==> src/rtl/fu_pkg.sv <==
package fu_pkg;

   // Section chosen by code bits [3:2]
   typedef enum logic [1:0] {
      GRP_ADD_LO = 2'b00,
      GRP_ADD_HI = 2'b01,
      GRP_BITOP  = 2'b10,
      GRP_SHIFT  = 2'b11
   } fu_group_e;

   // Bitwise operator chosen by code bits [1:0]
   typedef enum logic [1:0] {
      BOP_AND = 2'b00,
      BOP_OR  = 2'b01,
      BOP_XOR = 2'b10,
      BOP_NOT = 2'b11
   } fu_bitop_e;

   // Shifter operation chosen by code bits [1:0]
   typedef enum logic [1:0] {
      SH_PASS  = 2'b00,
      SH_RIGHT = 2'b01,
      SH_LEFT  = 2'b10,
      SH_RSVD  = 2'b11
   } fu_shift_e;

endpackage

==> src/rtl/fu_adder.sv <==
module fu_adder #(
   parameter int  WIDTH      = 8,
   parameter bit  USE_RIPPLE = 1'b1
) (
   input  logic [WIDTH-1:0] a,
   input  logic [WIDTH-1:0] b,
   input  logic [1:0]       ysel,
   input  logic             cin,
   output logic [WIDTH-1:0] sum,
   output logic             cout,
   output logic             ovf
);
   localparam int MSB = WIDTH - 1;

   logic [WIDTH-1:0] y;
   logic             c_into_msb;
   logic             c_out_msb;

   // Per-bit operand-B conditioning: ysel[0] keeps B, ysel[1] keeps ~B
   for (genvar i = 0; i < WIDTH; i++) begin : g_ybit
      assign y[i] = (b[i] & ysel[0]) | (~b[i] & ysel[1]);
   end

   if (USE_RIPPLE) begin : g_ripple
      logic [WIDTH:0] cy;
      assign cy[0] = cin;
      for (genvar i = 0; i < WIDTH; i++) begin : g_stage
         assign sum[i]  = a[i] ^ y[i] ^ cy[i];
         assign cy[i+1] = (a[i] & y[i]) | (a[i] & cy[i]) | (y[i] & cy[i]);
      end
      assign c_into_msb = cy[MSB];
      assign c_out_msb  = cy[WIDTH];
   end else begin : g_flat
      logic [WIDTH:0] full;
      logic [MSB:0]   low;
      assign full = {1'b0, a} + {1'b0, y} + {{WIDTH{1'b0}}, cin};
      assign low  = {1'b0, a[MSB-1:0]} + {1'b0, y[MSB-1:0]} + {{MSB{1'b0}}, cin};
      assign sum        = full[MSB:0];
      assign c_out_msb  = full[WIDTH];
      assign c_into_msb = low[MSB];
   end

   assign cout = c_out_msb;
   assign ovf  = c_out_msb ^ c_into_msb;

   // Checks against a plain wide addition and a sign-based overflow rule
   always_comb begin
      p_sum_r1: assert ({cout, sum} ==
                        ({1'b0, a} + {1'b0, y} + {{WIDTH{1'b0}}, cin}))
         else $error("adder sum/carry mismatch");
      p_no_overflow_r3: assert (ovf == ((a[MSB] == y[MSB]) && (sum[MSB] != a[MSB])))
         else $error("adder overflow mismatch");
   end
endmodule

==> src/rtl/fu_bitop.sv <==
module fu_bitop
   import fu_pkg::*;
#(
   parameter int WIDTH = 8
) (
   input  logic [WIDTH-1:0] a,
   input  logic [WIDTH-1:0] b,
   input  fu_bitop_e        op,
   output logic [WIDTH-1:0] y
);
   always_comb begin
      unique case (op)
         BOP_AND: y = a & b;
         BOP_OR:  y = a | b;
         BOP_XOR: y = a ^ b;
         BOP_NOT: y = ~a;
         default: y = '0;
      endcase
   end

   // NOT never agrees with A in any bit
   always_comb begin
      if (op == BOP_NOT)
         p_not_r4: assert ((y & a) == '0) else $error("NOT kept a bit of A");
   end
endmodule

==> src/rtl/fu_shift.sv <==
module fu_shift
   import fu_pkg::*;
#(
   parameter int WIDTH = 8
) (
   input  logic [WIDTH-1:0] b,
   input  fu_shift_e        op,
   output logic [WIDTH-1:0] y
);
   localparam int MSB = WIDTH - 1;

   always_comb begin
      unique case (op)
         SH_PASS:  y = b;
         SH_RIGHT: y = {1'b0, b[MSB:1]};
         SH_LEFT:  y = {b[MSB-1:0], 1'b0};
         default:  y = '0;
      endcase
   end

   // Vacated bit holds zero and the kept bits match their neighbours
   always_comb begin
      if (op == SH_RIGHT)
         p_rfill_r5: assert (!y[MSB] && (y[0] == b[1])) else $error("right shift fill");
      if (op == SH_LEFT)
         p_lfill_r5: assert (!y[0] && (y[MSB] == b[MSB-1])) else $error("left shift fill");
   end
endmodule

==> src/rtl/fu_core.sv <==
module fu_core
   import fu_pkg::*;
#(
   parameter int WIDTH      = 8,
   parameter bit USE_RIPPLE = 1'b1
) (
   input  logic [3:0]       fsel,
   input  logic [WIDTH-1:0] opnd_a,
   input  logic [WIDTH-1:0] opnd_b,
   output logic [WIDTH-1:0] result,
   output logic             flag_c,
   output logic             flag_v,
   output logic             flag_z,
   output logic             flag_n
);
   localparam int MSB = WIDTH - 1;

   if (WIDTH < 2) begin : g_chk_width
      $error("fu_core: WIDTH must be at least 2");
   end

   fu_group_e        grp;
   logic [WIDTH-1:0] add_y, bit_y, sh_y;
   logic             add_c, add_v;

   assign grp = fu_group_e'(fsel[3:2]);

   fu_adder #(.WIDTH(WIDTH), .USE_RIPPLE(USE_RIPPLE)) u_adder (
      .a    (opnd_a),
      .b    (opnd_b),
      .ysel (fsel[2:1]),
      .cin  (fsel[0]),
      .sum  (add_y),
      .cout (add_c),
      .ovf  (add_v)
   );

   fu_bitop #(.WIDTH(WIDTH)) u_bitop (
      .a  (opnd_a),
      .b  (opnd_b),
      .op (fu_bitop_e'(fsel[1:0])),
      .y  (bit_y)
   );

   fu_shift #(.WIDTH(WIDTH)) u_shift (
      .b  (opnd_b),
      .op (fu_shift_e'(fsel[1:0])),
      .y  (sh_y)
   );

   always_comb begin
      result = add_y;
      flag_c = add_c;
      flag_v = add_v;
      unique case (grp)
         GRP_ADD_LO, GRP_ADD_HI: ;
         GRP_BITOP: begin
            result = bit_y;
            flag_c = 1'b0;
            flag_v = 1'b0;
         end
         default: begin
            result = sh_y;
            flag_c = 1'b0;
            flag_v = 1'b0;
         end
      endcase
   end

   assign flag_z = ~|result;
   assign flag_n = result[MSB];

   always_comb begin
      if (fsel[3])
         p_cv_clear_r7: assert (!flag_c && !flag_v) else $error("C/V set on non-add code");
      if (fsel == 4'b1111)
         p_rsvd_zero_r6: assert ((result == '0) && flag_z && !flag_n)
            else $error("reserved code not zero");
      if (flag_n)
         p_neg_nonzero_r9: assert (!flag_z) else $error("N and Z both set");
      if (fsel == 4'b0111)
         p_pass_a_r1: assert (result == opnd_a) else $error("A+ones+1 differs from A");
   end
endmodule

==> config.mk <==
export PLATFORM = sky130hd
export DESIGN_NAME = fu_core
export DESIGN_NICKNAME = d
export VERILOG_FILES = /design/src/rtl/fu_pkg.sv /design/src/rtl/fu_adder.sv /design/src/rtl/fu_bitop.sv /design/src/rtl/fu_shift.sv /design/src/rtl/fu_core.sv
export SDC_FILE = /design/constraint.sdc
export NUM_CORES = 1
export LEC_CHECK = 0
export BUFFER_PORTS_ARGS = -buffer_cell sky130_fd_sc_hd__buf_2
export CAP_MARGIN = 20
export CORE_AREA = 5 5 59 61
export DETAILED_ROUTE_END_ITERATION = 12
export DIE_AREA = 0 0 64 66
export MAX_ROUTING_LAYER = met4
export PLACE_DENSITY = 0.67
export SYNTH_ARGS = -nofsm -noshare
export SYNTH_HDL_FRONTEND = slang
export SYNTH_SLANG_ARGS = --single-unit
==> constraint.sdc <==
create_clock -name vclk -period 15.7
set_input_delay 3.14 -clock vclk [all_inputs]
set_output_delay 3.14 -clock vclk [all_outputs]
set_load 0.005 [all_outputs]
Yosys cells after proc, flatten, opt, wreduce, memory -nomap -nowiden:

Cells that the tools add are included.

* register bits: 0
* input port bits: 20
* output and inout port bits: 12
* logic and storage cells: 108

* equal/unequal tests: 5
* multiplexer cells: 5
* bitwise operators: 93
* reductions and logical operators: 5

Operators by type and width (count)
* bitwise AND 1 bit: 40
* one-hot mux 8 bit (4 select lines): 1
* OR 1 bit: 24
* one-hot mux 8 bit (3 select lines): 1
* bitwise XOR 1 bit: 17
* one-hot mux 8 bit (2 select lines): 1
* bitwise AND 8 bit: 1
* NOT 1 bit: 8
* NOT 8 bit: 1
* OR 8 bit: 1
* OR reduction 8 bit: 1
* bitwise XOR 8 bit: 1
* == test 2 bit (second input constant): 3
* == test 2 x 1 -> 1 bit (second input constant): 2
* logical NOT 2 bit: 2
* 2-to-1 mux 1 bit: 2
* OR reduction 2 bit: 1
* logical NOT 1 bit: 1

Longest topological paths before layout:

Gate-level depths: netlist (run 1).

* depth after elaboration: 29
* depth in mapped cells: 16
* mapped depth without buffers: 14

Modules after synthesis:

From an unflattened synthesis (run 1), not the netlist that was laid out.

* cell total of the unflattened synthesis: 133
* area, all modules: 1193.6 µm²

By module, submodules not included
* fu_bitop: times used 1, cells each 50, area each 493.0 µm²
* fu_adder: times used 1, cells each 25, area each 286.5 µm²
* fu_core: times used 1, cells each 33, area each 215.2 µm²
* fu_shift: times used 1, cells each 25, area each 198.9 µm²

Worst setup path before layout (run 1):

No wires, ideal clock.

* path kind: in2out
* start: in fsel[1]
* end: out flag_z
* arrival time: 7.246 ns
* required time: 12.560 ns
* path slack: 5.314 ns
* cell stages on the path: 16
* path through: buf_4 -> clkbuf_1 -> mux2_2 -> fa_1 -> inv_1 -> fa_1 -> fa_1 -> fa_1 -> fa_1 -> fa_1 -> fa_1 -> fa_1 -> nor2b_1 -> a22oi_1 -> nor3_2 -> and4bb_1

* longest elaborated chain between the ends: 27

Ends and longest elaborated chain
* start, declared: line fu_core.sv:7 `input logic [3:0] fsel,`
* bitwise AND 1 bit: line fu_adder.sv:21 `assign y[i] = (b[i] & ysel[0]) | (~b[i] & ysel[1]);`
* OR 1 bit: line fu_adder.sv:21
* bitwise AND 1 bit: line fu_adder.sv:29 `assign cy[i+1] = (a[i] & y[i]) | (a[i] & cy[i]) | (y[i] & cy[i]);`
* OR 1 bit (2 in series): line fu_adder.sv:29
* bitwise AND 1 bit: line fu_adder.sv:29
* OR 1 bit (2 in series): line fu_adder.sv:29
* bitwise AND 1 bit: line fu_adder.sv:29
* OR 1 bit (2 in series): line fu_adder.sv:29
* [6 not listed]
* bitwise AND 1 bit: line fu_adder.sv:29
* OR 1 bit (2 in series): line fu_adder.sv:29
* bitwise AND 1 bit: line fu_adder.sv:29
* OR 1 bit (2 in series): line fu_adder.sv:29
* bitwise XOR 1 bit: line fu_adder.sv:28 `assign sum[i] = a[i] ^ y[i] ^ cy[i];`
* one-hot mux 8 bit (2 select lines) *: line fu_core.sv:55 `unique case (grp)`
* OR reduction 8 bit *: line fu_core.sv:70 `assign flag_z = ~|result;`
* logical NOT 1 bit *: line fu_core.sv:70
* end, declared: line fu_core.sv:13 `output logic flag_z,`

Every way passes the cells marked *; elsewhere a longest branch is shown, timed or not.

Final worst setup path (run 1):

* start: in fsel[0]
* end: out flag_z

* longest elaborated chain between the ends: 25

Ends and longest elaborated chain (line)
* bitwise AND 1 bit: fu_adder.sv:29
* OR 1 bit (2 in series): fu_adder.sv:29
* bitwise AND 1 bit: fu_adder.sv:29
* OR 1 bit (2 in series): fu_adder.sv:29
* bitwise AND 1 bit: fu_adder.sv:29
* OR 1 bit (2 in series): fu_adder.sv:29
* bitwise AND 1 bit: fu_adder.sv:29
* OR 1 bit (2 in series): fu_adder.sv:29
* [3 not listed]
* bitwise AND 1 bit: fu_adder.sv:29
* OR 1 bit (2 in series): fu_adder.sv:29
* bitwise AND 1 bit: fu_adder.sv:29
* OR 1 bit (2 in series): fu_adder.sv:29
* bitwise XOR 1 bit: fu_adder.sv:28
* one-hot mux 8 bit (2 select lines) *: fu_core.sv:55
* OR reduction 8 bit *: fu_core.sv:70
* logical NOT 1 bit *: fu_core.sv:70

Marked as above.

==> run_results.csv, run 1 <==
group,metric,value,unit
grt,track_usage,0.148,
status,outcome,"finished, final reports clean",
critical_path,crit_required,12.56,ns
critical_path,end_kind,"output pin",
yosys,yosysUniqueCellTypes,37,
yosys,synthesis.area,0.00114,mm²
routing,drt.antenna.violating_nets,0,
sta,clock.fmax,92.5,MHz
clock_network,hold_buffers,0,
pwr,vdd_drop_max,0.0000176,V
sta,fin_crit_sh,0.688,
clock_network,post_cts_buffers,0,
finish,fin_nets,213,
critical_path,cp_common_cell,"fa_1",
pwr,leakage,0.672,nW
sta,finalMaxSlewViolations,0,
finish,fillerInstances,304,
hold_path,hp-class,"input pin to output pin",
pwr,p_sw,23.4,µW
grt,overflow,0,
grt,grt_pass1_wl,5080,µm
finish,final_core_util,0.437,
finish,seq_cell_count,0,
critical_path,crit_arrival,7.67,ns
job,max-cap-violations,0,
routing,wirelength,2940,µm
grt,antenna_found_initial,0,
yosys,syn-num-nets,189,
placed_design,gp_congestion,0.867,
floorplanning,pin_count,32,
yosys,syn_inst,145,
sta,tns,0,ns
critical_path,cp_cell_sequence,"buf_2 -> fa_1 -> inv_1 -> fa_1 -> fa_1 -> fa_1 -> fa_1 -> fa_1 -> fa_1 -> fa_1 -> nor2b_1 -> a22oi_1 -> nor3_2 -> and4bb_1 -> buf_2",
placed_design,dp_hpwl,2430,µm
pwr,p_per_area,33.6,mW/mm²
critical_path,cp-start-kind,"input pin",
critical_path,crit_buf_inv,3,
sta,rsz0062_at_grt,"false",
floorplanning,dieWidth,64,µm
critical_path,crit_start,"fsel[0]",
pwr,p_total,42.9,µW
routing,drc,0,
grt,grt_pass1_vias,1102,
routing,via_count,1077,
finish,seq_area,0,µm²
finish,layout_common_cells,"buf_2, inv_1, mux2i_1, ha_1",
pwr,p_sw_frac,0.544,
yosys,yosysTopAreaCellShare,0.176,
critical_path,cp_slowest_cell,"buf_2",
yosys,ys_top_cells_by_area,"ha_1, fa_1, mux2i_1",
finish,final_common_cell,"buf_2",
pwr,comb_power_share,1.000,
yosys,synth_top_cell_by_area,"ha_1",
critical_path,critPathTopFamily,"adder cells",
grt,grt_max_degree,40,
yosys,synth-seq-area-share,0,
pwr,pwr-share-seq,0,
floorplanning,start_util,0.389,
critical_path,path_max_fanout,39,
sta,setup_violations,0,
finish,multi_input_area,996,µm²
yosys,ys_warn_count,0,
hold_path,hp-start,"fsel[3]",
placed_design,port_buffers,32,
sta,finalHoldViolCount,0,
critical_path,criticalPathCategory,"input pin to output pin",
finish,layout-drive-gt1-share,0.240,
clock_network,cts_resized,0,
finish,clkbuf_count,0,
routing,wl_per_cell,14.7,µm
routing,firstDrtPassIters,4,
yosys,avgSynthCellArea,7.86,µm²
floorplanning,dieArea,0.00422,mm²
hold_path,whs_endpoint,"flag_c",
critical_path,cp_slowest_stage_delay,0.54,ns
sta,hold_ws,6.73,ns
floorplanning,core,0.00293,mm²
pwr,intPower,19.6,µW
pwr,pwr-share-clk,0,
sta,slew_headroom,0.532,
sta,fin_crit,10.81,ns
finish,syn_to_final_growth,12.3,%
floorplanning,rows,20,
floorplanning,chipHeight,66,µm
finish,antenna_cells_inserted,0,
sta,tightest_slew,0.702,ns
routing,drtIter0Drc,55,
routing,drt-vias-per-instance,5.39,
hold_path,whs_path_depth,3,
-- synthesized netlist by cell type, types with 2 or more instances --
library cell	number
inv_1	21
nand2_1	7
ha_1	16
nor2_1	11
a211oi_1	2
o21ai_0	10
clkbuf_1	4
o22ai_1	3
buf_4	4
mux2i_1	16
nor2b_1	2
fa_1	8
a21oi_1	11
mux4_2	2
nand2b_1	6
-- how the worst max path moves through the flow --
stage                     endpoint  slack (ns)  cells after the start
after floorplan             flag_z        5.31                     16
after global placement      flag_z        5.05                     15
after detailed placement    flag_z        4.86                     15
after CTS                   flag_z        4.86                     15
after global routing        flag_z        4.61                     15
final                       flag_z        4.89                     15
-- per-layer routing --
metal | wire length, µm | track usage | vias to the layer above
li1 | - | - | 539
met1 | 1290 | 0.203 | 505
met2 | 1490 | 0.251 | 33
met3 | 153 | 0.0119 | 0
met4 | 0 | 0 | 0
met5 | 0 | - | -
-- power groups by stage --
stage | Sequential, mW | Combinational, mW | Clock, mW
global route | 0 | 0.0488 | 0
floorplan | 0 | 0.0287 | 0
CTS | 0 | 0.0435 | 0
global placement | 0 | 0.0415 | 0
detailed placement | 0 | 0.0433 | 0
finish | 0 | 0.0429 | 0
-- per-stage QoR --
step,setup slack (ns),instance area [µm²],instances
6_report,4.89,1280,200
5_1_grt,4.61,1280,200
4_1_cts,4.86,1280,200
3_5_place_dp,4.86,1280,200
3_3_place_gp,5.05,1280,200
2_1_floorplan,5.31,1140,145
-- worst min-delay path, stage by stage --
cell    delay (ns)
buf_2         0.21
nor2_1        0.13
buf_2         0.11
-- cell families after synthesis --
family | count (synthesis) | share of synthesized area
xor gates and xnor gates | 1 | 0.00769
and+or+nand+nor | 33 | 0.150
AOI/OAI and AO/OA | 34 | 0.187
adders and majority gates | 24 | 0.316
muxes | 21 | 0.213
buffers and inverters | 32 | 0.126
-- layout make-up --
type | instances | area share
timing repair buffer | 32 | 0.125
multi-input combinational | 113 | 0.778
tap | 33 | 0.0323
inverter | 22 | 0.0645
(Power assumes the default switching activity.)
==> run 2, diff against run 1 <==
--- a/config.mk
+++ b/config.mk
@@ -5,13 +5,14 @@
 export SDC_FILE = /design/constraint.sdc
 export NUM_CORES = 1
 export LEC_CHECK = 0
+export ABC_AREA = 1
 export BUFFER_PORTS_ARGS = -buffer_cell sky130_fd_sc_hd__buf_2
 export CAP_MARGIN = 20
-export CORE_AREA = 5 5 59 61
+export CORE_AREA = 5 5 60 62
 export DETAILED_ROUTE_END_ITERATION = 12
-export DIE_AREA = 0 0 64 66
+export DIE_AREA = 0 0 65 67
 export MAX_ROUTING_LAYER = met4
-export PLACE_DENSITY = 0.67
+export PLACE_DENSITY = 0.68
 export SYNTH_ARGS = -nofsm -noshare
 export SYNTH_HDL_FRONTEND = slang
 export SYNTH_SLANG_ARGS = --single-unit
==> constraint.sdc (replaced) <==
create_clock -name vclk -period 10.2
set_input_delay 2.04 -clock vclk [all_inputs]
set_output_delay 2.04 -clock vclk [all_outputs]
set_load 0.005 [all_outputs]
==> run_results.csv, run 2 <==
group,metric,value,unit
critical_path,path_max_fanout,19,
sta,tightest_slew,0.417,ns
sta,fin_crit_sh,0.831,
sta,rsz0062_at_grt,"false",
sta,finalHoldViolCount,0,
pwr,vdd_drop_max,0.0000227,V
sta,clock.fmax,118,MHz
placed_design,placed_cells,255,
critical_path,cp_slowest_cell,"fa_1",
sta,setup_violations,0,
yosys,ys_warn_count,0,
pwr,p_sw_frac,0.592,
critical_path,criticalPathCategory,"input pin to output pin",
yosys,synth_compound_area_frac,0.127,
clock_network,hold_buffers,0,
critical_path,crit_arrival,6.43,ns
floorplanning,core,0.00298,mm²
yosys,synthSimpleGateAreaFrac,0.406,
critical_path,cp_cell_sequence,"buf_2 -> nand2_1 -> o21ai_0 -> fa_1 -> inv_1 -> fa_1 -> fa_1 -> fa_1 -> fa_1 -> fa_1 -> fa_1 -> fa_1 -> nor2_1 -> a21oi_2 -> nand2_2 -> nor2_2 -> nand2_1 -> nor2_1 -> buf_2",
routing,drt.antenna.violating_nets,0,
sta,finalMaxSlewViolations,0,
grt,grt_pass1_wl,5520,µm
pwr,pwr-share-clk,0,
floorplanning,start_util,0.410,
placed_design,gp_congestion,0.871,
critical_path,crit_required,8.16,ns
finish,instances_no_fill,255,
grt,overflow,0,
critical_path,end_kind,"output pin",
yosys,yosysMostFrequentCell,"nand2_1",
status,outcome,"finished, final reports clean",
yosys,synthMuxAreaShare,0,
yosys,synth_top_cell_by_area,"ha_1",
yosys,synthXorXnorAreaFrac,0.00717,
yosys,synth-seq-area-share,0,
finish,final_common_cell,"nand2_1",
grt,antenna_found_initial,0,
grt,grt_pass1_vias,1164,
pwr,comb_power_share,1.000,
placed_design,port_buffers,32,
sta,fin_crit,8.47,ns
yosys,yosysUniqueCellTypes,24,
yosys,synthAdderAreaFrac,0.295,
floorplanning,dieWidth,65,µm
yosys,synth_common_cells,"nand2_1, inv_1, nand3_1",
critical_path,cp-start-kind,"input pin",
pwr,pwr-share-seq,0,
finish,antenna_cells_inserted,0,
hold_path,hp-class,"input pin to output pin",
pwr,leakage,0.775,nW
yosys,avgSynthCellArea,6.17,µm²
hold_path,whs_endpoint,"flag_c",
yosys,synthesis.area,0.00122,mm²
yosys,synth_top_family_by_area,"simple AND/OR/NAND/NOR gates",
finish,clkbuf_count,0,
finish,fin_nets,268,
sta,hold_ws,4.49,ns
placed_design,dp_hpwl,2530,µm
routing,drt-vias-per-instance,5.11,
clock_network,cts_resized,0,
critical_path,cp_common_cell,"fa_1",
pwr,intPower,28.1,µW
routing,drtIter0Drc,62,
pwr,p_sw,40.8,µW
yosys,syn_inst,198,
yosys,ys_top_cells_by_area,"ha_1, nand2_1, fa_1",
critical_path,crit_start,"fsel[1]",
hold_path,whs_path_depth,3,
yosys,yosysTopAreaCellShare,0.164,
finish,seq_cell_count,0,
floorplanning,chipHeight,67,µm
sta,slew_headroom,0.722,
yosys,syn-num-nets,242,
finish,layout_common_cells,"nand2_1, buf_2, inv_1, nand3_1, ha_1",
job,max-cap-violations,0,
routing,via_count,1304,
routing,drc,0,
floorplanning,rows,20,
routing,firstDrtPassIters,4,
finish,layout-drive-gt1-share,0.248,
routing,wl_per_cell,13.0,µm
finish,syn_to_final_growth,10.3,%
grt,grt_max_degree,20,
pwr,p_per_area,51.1,mW/mm²
pwr,p_total,68.9,µW
hold_path,hp-start,"fsel[3]",
routing,wirelength,3300,µm
critical_path,cp_slowest_stage_delay,0.50,ns
grt,track_usage,0.160,
floorplanning,dieArea,0.00436,mm²
clock_network,post_cts_buffers,0,
sta,tns,0,ns
floorplanning,pin_count,32,
finish,seq_area,0,µm²
-- run 2: cells by family (layout without fill, tap and decap cells) --
group	Yosys count	after routing
and+or+nand+nor	107	107
buffers and inverters	41	65
AOI/OAI and AO/OA	25	25
adders and majority gates	24	24
xor gates and xnor gates	1	1
-- run 2: area by class of cell --
cell class | count | area, µm²
repair buffers | 32 | 160
well taps | 33 | 41.3
fillers | 319 | 1630
inverters | 33 | 126
multi-input cells | 157 | 1020
-- run 2: metal layers --
layer | vias up | part of all wire | track usage
met5 | - | 0 | -
li1 | 671 | - | -
met2 | 49 | 0.44 | 0.261
met4 | 0 | 0.013 | 0.0343
met1 | 579 | 0.48 | 0.217
met3 | 5 | 0.068 | 0.0101
-- run 2: metrics by stage --
| step | util | worst slack, ns | cell area, µm² |
|---|---|---|---|
| after floorplan | - | 2.20 | 1220 |
| after global placement | 0.453 | 1.86 | 1350 |
| after detailed placement | 0.453 | 1.75 | 1350 |
| after CTS | 0.453 | 1.73 | 1350 |
| after global routing | 0.453 | 1.42 | 1350 |
| final | 0.453 | 1.73 | 1350 |
-- run 2: worst max-delay path: cells and delay by family --
kind / cells / cell delay, ns
adder cells (fa/ha/maj): 8 / 3.10
buffers and inverters: 3 / 0.52
AND/OR/NAND/NOR: 6 / 0.52
AO/OA/AOI/OAI: 2 / 0.24
-- run 2: power by group through the flow --
| stage | registers, mW | logic (mW) | clock network [mW] |
|---|---|---|---|
| floorplan | 0 | 0.0468 | 0 |
| global placement | 0 | 0.0678 | 0 |
| detailed placement | 0 | 0.0683 | 0 |
| CTS | 0 | 0.0689 | 0 |
| global route | 0 | 0.0788 | 0 |
| finish | 0 | 0.0689 | 0 |
-- run 2: worst max path at each step --
stage,endpoint,slack [ns],cells past startpoint
floorplan,flag_z,2.20,19
global placement,flag_z,1.86,19
detailed placement,flag_z,1.75,19
CTS,flag_z,1.73,19
global route,flag_z,1.42,19
finish,flag_z,1.73,19
